### src/rtl/sdi_coding_pkg.sv
package sdi_coding_pkg;
  localparam int unsigned SCR_LEN = 9;  // x^9 term
  localparam int unsigned SCR_TAP = 4;  // x^4 term
  localparam int unsigned WIDTH_SD = 10;
  localparam int unsigned WIDTH_HD = 20;
  typedef logic [SCR_LEN-1:0] scr_hist_t;
endpackage

### src/rtl/sdi_scrambler.sv
module sdi_scrambler
  import sdi_coding_pkg::*;
#(
  parameter int unsigned WIDTH = 20
) (
  input  logic [WIDTH-1:0] data_i,
  input  scr_hist_t        hist_i,  // [SCR_LEN-1] is most recent bit
  output logic [WIDTH-1:0] scr_o,
  output scr_hist_t        hist_o
);
  localparam int unsigned EXT_W = WIDTH + SCR_LEN;
  localparam int unsigned TAP_OFS = SCR_LEN - SCR_TAP;

  logic [EXT_W-1:0] ext;

  always_comb begin
    ext = '0;
    ext[SCR_LEN-1:0] = hist_i;
    for (int i = 0; i < WIDTH; i++) begin
      ext[i+SCR_LEN] = data_i[i] ^ ext[i+TAP_OFS] ^ ext[i];
    end
  end

  assign scr_o  = ext[EXT_W-1:SCR_LEN];
  assign hist_o = ext[EXT_W-1:WIDTH];
endmodule

### src/rtl/sdi_nrzi.sv
module sdi_nrzi #(
  parameter int unsigned WIDTH = 20
) (
  input  logic [WIDTH-1:0] scr_i,
  input  logic             prev_i,
  output logic [WIDTH-1:0] nrzi_o,
  output logic             last_o
);
  always_comb begin
    logic acc;
    acc = prev_i;
    nrzi_o = '0;
    for (int i = 0; i < WIDTH; i++) begin
      acc = acc ^ scr_i[i];
      nrzi_o[i] = acc;
    end
  end

  assign last_o = nrzi_o[WIDTH-1];
endmodule

### src/rtl/sdi_chan_encoder.sv
module sdi_chan_encoder
  import sdi_coding_pkg::*;
#(
  parameter int unsigned WIDTH = 20
) (
  input  logic             clk_i,
  input  logic             rst_ni,
  input  logic             ce_i,
  input  logic [WIDTH-1:0] data_i,
  output logic [WIDTH-1:0] data_o
);
  generate
    if (WIDTH != WIDTH_SD && WIDTH != WIDTH_HD) begin : g_bad_width
      $error("sdi_chan_encoder: WIDTH must be 10 or 20");
    end
  endgenerate

  scr_hist_t        hist_q, hist_d;
  logic             last_q, last_d;
  logic [WIDTH-1:0] scr_word, nrzi_word;

  sdi_scrambler #(.WIDTH(WIDTH)) u_scr (
    .data_i (data_i),
    .hist_i (hist_q),
    .scr_o  (scr_word),
    .hist_o (hist_d)
  );

  sdi_nrzi #(.WIDTH(WIDTH)) u_nrzi (
    .scr_i  (scr_word),
    .prev_i (last_q),
    .nrzi_o (nrzi_word),
    .last_o (last_d)
  );

  always_ff @(posedge clk_i or negedge rst_ni) begin
    if (!rst_ni) begin
      hist_q <= '0;
      last_q <= 1'b0;
      data_o <= '0;
    end else if (ce_i) begin
      hist_q <= hist_d;
      last_q <= last_d;
      data_o <= nrzi_word;
    end
  end

  AST_IDLE_HOLD: assert property (@(posedge clk_i) disable iff (!rst_ni)
    !ce_i |=> $stable(data_o) && $stable(hist_q) && $stable(last_q));

  AST_NRZI_DIFF: assert property (@(posedge clk_i) disable iff (!rst_ni)
    ce_i |=> (data_o ^ {data_o[WIDTH-2:0], $past(last_q)}) == $past(scr_word));

  AST_HIST_TRACK: assert property (@(posedge clk_i) disable iff (!rst_ni)
    ce_i |=> hist_q == $past(scr_word[WIDTH-1:WIDTH-SCR_LEN]));

  AST_LAST_BIT: assert property (@(posedge clk_i) disable iff (!rst_ni)
    ce_i |=> last_q == data_o[WIDTH-1]);

  always_ff @(posedge clk_i) begin
    if (!rst_ni) begin
      AST_RESET_ZERO: assert (data_o == '0 && hist_q == '0 && !last_q);
    end
  end
endmodule

### config.mk
export PLATFORM = sky130hd
export DESIGN_NAME = sdi_chan_encoder
export DESIGN_NICKNAME = d
export VERILOG_FILES = /design/src/rtl/sdi_coding_pkg.sv /design/src/rtl/sdi_scrambler.sv /design/src/rtl/sdi_nrzi.sv /design/src/rtl/sdi_chan_encoder.sv
export SDC_FILE = /design/constraint.sdc
export NUM_CORES = 1
export LEC_CHECK = 0
export CAP_MARGIN = 20
export CORE_MARGIN = 2
export CORE_UTILIZATION = 56
export CTS_BUF_LIST = sky130_fd_sc_hd__clkbuf_8
export DETAILED_ROUTE_END_ITERATION = 16
export GPL_TIMING_DRIVEN = 0
export MAX_ROUTING_LAYER = met4
export PLACE_DENSITY_LB_ADDON = 0.1
export SKIP_LAST_GASP = 1
export SLEW_MARGIN = 20
export SYNTH_ARGS = -nofsm -noshare
export SYNTH_HDL_FRONTEND = slang
export SYNTH_SLANG_ARGS = --single-unit
### constraint.sdc
create_clock -name clk_i -period 8.4 [get_ports clk_i]
set_input_delay 1.68 -clock clk_i [delete_from_list [all_inputs] [get_ports clk_i]]
set_output_delay 1.68 -clock clk_i [all_outputs]
set_load 0.005 [all_outputs]
Yosys cells after proc, flatten, opt, wreduce, memory -nomap -nowiden
Cells that the tools add are included.

cells by class
  bitwise operators = 60

operator list
  operator           count
  bitwise XOR 1 bit  60

word-level totals
  logic and storage cells = 63
  register bits after elaboration = 30
  input port bits = 23

Logic depth before layout (Yosys ltp)
  word-level depth = 22
  depth in mapped cells = 6

Cells and area by module
Synthesis repeated with hierarchy kept, for this count alone.

second synthesis, totals
  cell total of the unflattened synthesis = 160
  area, all modules = 2329.7 um^2

by module, submodules not included
  module            area each (um^2)  sequential area each (um^2)  cells an instance  instances
  sdi_chan_encoder  1234.9            750.7                        63                 1
  sdi_scrambler     599.3             0.0                          56                 1
  sdi_nrzi          495.5             0.0                          41                 1

Worst setup path after synthesis
No wires, ideal clock.

  path kind = input port to flip-flop
  start point = input port data_i[3]
  end point = register data_o[19]
  data required time = 8275 ps
  path slack = 4344 ps
  path buffers = 0
  stages on the path = 6
  arrival time = 3932 ps
  cells stage by stage = xor3_2 > xnor3_2 > xnor3_2 > xor3_2 > xor3_1 > mux2_2

between the ends
  word-level cells in the longest chain between the ends = 19
  elaborated cells on any way between the ends = 30
  those cells by class = 30 x bitwise

ends and longest elaborated chain
  item                                 RTL line                source
  start, declared                      sdi_chan_encoder.sv:9   input logic [WIDTH-1:0] data_i,
  bitwise XOR 1 bit (*) (2 in series)  sdi_scrambler.sv:20     ext[i+SCR_LEN] = data_i[i] ^ ext[i+TAP_OFS] ^ ext[i];
  bitwise XOR 1 bit (16 in series)     sdi_nrzi.sv:14          acc = acc ^ scr_i[i];
  bitwise XOR 1 bit (*)                sdi_nrzi.sv:14
  end signal, assigned                 sdi_chan_encoder.sv:44  data_o <= nrzi_word;
  end, declared                        sdi_chan_encoder.sv:10  output logic [WIDTH-1:0] data_o

Every way passes the cells marked *; elsewhere a longest branch is shown, timed or not.
A chain may end at the register's enable or synchronous reset.

Worst setup path in the final report
Same ends and word-level chain as after synthesis.

==> metrics.csv <==
metric,value,unit
met1 Usage GRT,0.2713,
r2r setup slk,5.48,ns
WS Path Type,input pin to register,
DRT Pass-1 Iters,3,
initial antenna violation count,0,
worst r2r src,hist_q[5],
worst skew pair latency,0.28,ns
Synth Flop Type,dfrtp_1,
period utilization,0.5313,
Post-layout nets,218,
status,"finished, final reports clean",
Cell variety after synth,16,
Mean Syn Cell Area,13.37,µm²
post-synth top area cell,dfrtp_1,
CTS Buffer Depth,2,
layout cells sized above 1,0.1735,
max-slew violation count,0,
Worst Setup Start Kind,input pin,
Post-route DRC,0,
hpwl dp,3061,µm
total global-route track usage,0.2396,
Min-Delay Startpoint,data_o[1],
pin count of the biggest net entering global routing,30,
fin crit period,4.463,ns
clk slew on worst S/H paths,0.06,ns
final instance area,2545,µm²
Placed Instances,234,
Clock Skew,0.006244,ns
vias per cell,5.066,
Starting Density,0.5844,
hold path endpoint,data_o[1],
CTS Sinks,29,
largest cells by area after synthesis,"dfrtp_1 37%, xnor2_1 18%, mux2_2 10%",
async set-reset flop share out of synthesis,1.000,
Hold Crit Class,register to register,
Setup TNS,0,ns
Worst slew margin,0.5426,
Crit path required time,8.57,ns
Util after Layout,0.7567,
Netlist Area Pre-Place,1966,µm²
Worst Path Arrival,4.63,ns
Post-Syn Nets,170,
Commonest cells post-synth,"41 x xnor2_1, 29 x dfrtp_1, 18 x mux2_2",
Critical Path End Type,register,
synthesis-to-finish area growth,29.47,%
RSZ-0062 raised after global routing,no,
Die Area,4000,µm²
final cell count without fillers,242,
global-route wire length before repair,6796,µm
drt wl/cell,16.68,µm
Post-DP Area,2429,µm²
RePlAce Congestion,0.8158,
CTS tree,built,
# fillers,248,
vias in the first global route,1367,
post_cts resized,0,
Hold Path Stages,1,
sequential share of the synthesized area,0.3692,
Top Usage Layer GRT,met2,
die extent in x,63.25,µm
Port-buffer cells,41,
most numerous cell in the Yosys netlist,xnor2_1,
ANT cells,0,
post-synthesis cell count,147,
grt ovf,0,
H-tree Lvls,2,
CTS Buf Count,5,
routing usage on met3,0.04643,
fmax,0.2241,GHz
Die Ht,63.25,µm
Top Ports,43,
Reg2Reg Depth,6,
synthesized flop and latch total,29,
Global Route met2 Usage,0.4295,
Setup Buffers After CTS,0,
Initial DRC Count,37,
r2r endpoint,data_o[19],
Worst-Margin Slew,0.6812,ns
Final setup viols,0,
Routed Antenna Nets,0,
YS warnings,0,
Core Area,3363,µm²
Yosys top cell area share,0.3692,
Rows,21,
Post-synth EDFFs,0,
root buf cell,clkbuf_8,
max_cap viols,0,
final wirelength,4037,µm
Crit Path Max Fanout,5,
Final Hold Vio Count,0,
Hold Buf Count CTS,0,
DR vias,1226,
[worst max-delay path: stages]
cell,delay [ns]
clkdlybuf4s50_1,0.51
xor3_2,0.53
xnor3_2,0.44
xnor3_2,0.49
xor3_2,0.50
xor3_1,0.20
mux2_2,0.27
[logic make-up (layout without fill, tap and decap cells)]
group                  Yosys count  after routing  share of synthesized area
XOR/XNOR                        72             72                     0.4602
flip-flops                      29             29                     0.3692
multiplexers                    20             20                     0.1133
AO/OA/AOI/OAI                    9              9                    0.02291
AND/OR/NAND/NOR                  9              9                    0.01719
buffers and inverters            8             57                    0.01719
[placed cells by master (no fill, tap or decap), drive strengths merged]
| master | Yosys | layout |
|---|---|---|
| buf | 1 | 2 |
| xnor2 | 42 | 42 |
| a21oi | 9 | 9 |
| xor2 | 12 | 12 |
| dfrtp | 29 | 29 |
| nor2 | 9 | 9 |
| mux2 | 18 | 18 |
| inv | 3 | 4 |
| bufinv | 0 | 1 |
| mux2i | 2 | 2 |
| xor3 | 5 | 5 |
| xnor3 | 13 | 13 |
| clkdlybuf4s50 | 0 | 40 |
| clkbuf | 4 | 10 |
[registers in the layout, summed over array words and instances, names as in the netlist]
| register | flops |
|---|---|
| data_o | 20 |
| hist_q | 9 |
[how the worst max path moves through the flow]
stage | startpoint | slack [ns] | end | cells past startpoint
3_5_place_dp | data_i[3] | 3.65 | data_o[19] | 7
4_1_cts | data_i[3] | 3.93 | data_o[19] | 7
2_1_floorplan | data_i[3] | 4.34 | data_o[19] | 6
6_report | data_i[3] | 3.94 | data_o[19] | 7
3_3_place_gp | data_i[3] | 3.69 | data_o[19] | 7
5_1_grt | data_i[3] | 3.85 | data_o[19] | 7
[per-layer routing]
layer,wire [µm],vias to the layer above
met4,59,0
met1,1660,609
met5,0,-
met2,2168,30
met3,148,6
li1,-,581
[layout make-up]
class,count,area (µm²),share of cell area
Sequential cell,29,725.7,0.2852
Clock inverter,2,33.78,0.01327
Clock buffer,6,82.58,0.03245
Multi-Input combinational cell,110,1206,0.4739
Buffer,5,22.52,0.008850
Inverter,3,11.26,0.004425
Tap cell,46,57.56,0.02262
Timing Repair Buffer,41,405.4,0.1593
[per-stage QoR]
stage                     hold slack [ns]  setup slack [ns]
after floorplan                    0.4922             4.344
after global placement             0.4905             3.685
after detailed placement           0.4969             3.645
after CTS                          0.5106             3.926
after global routing               0.5297             3.848
final                              0.5091             3.937
Power is not shown: default switching activity piles up to over one toggle a cycle in this logic, so the estimate is an artifact.
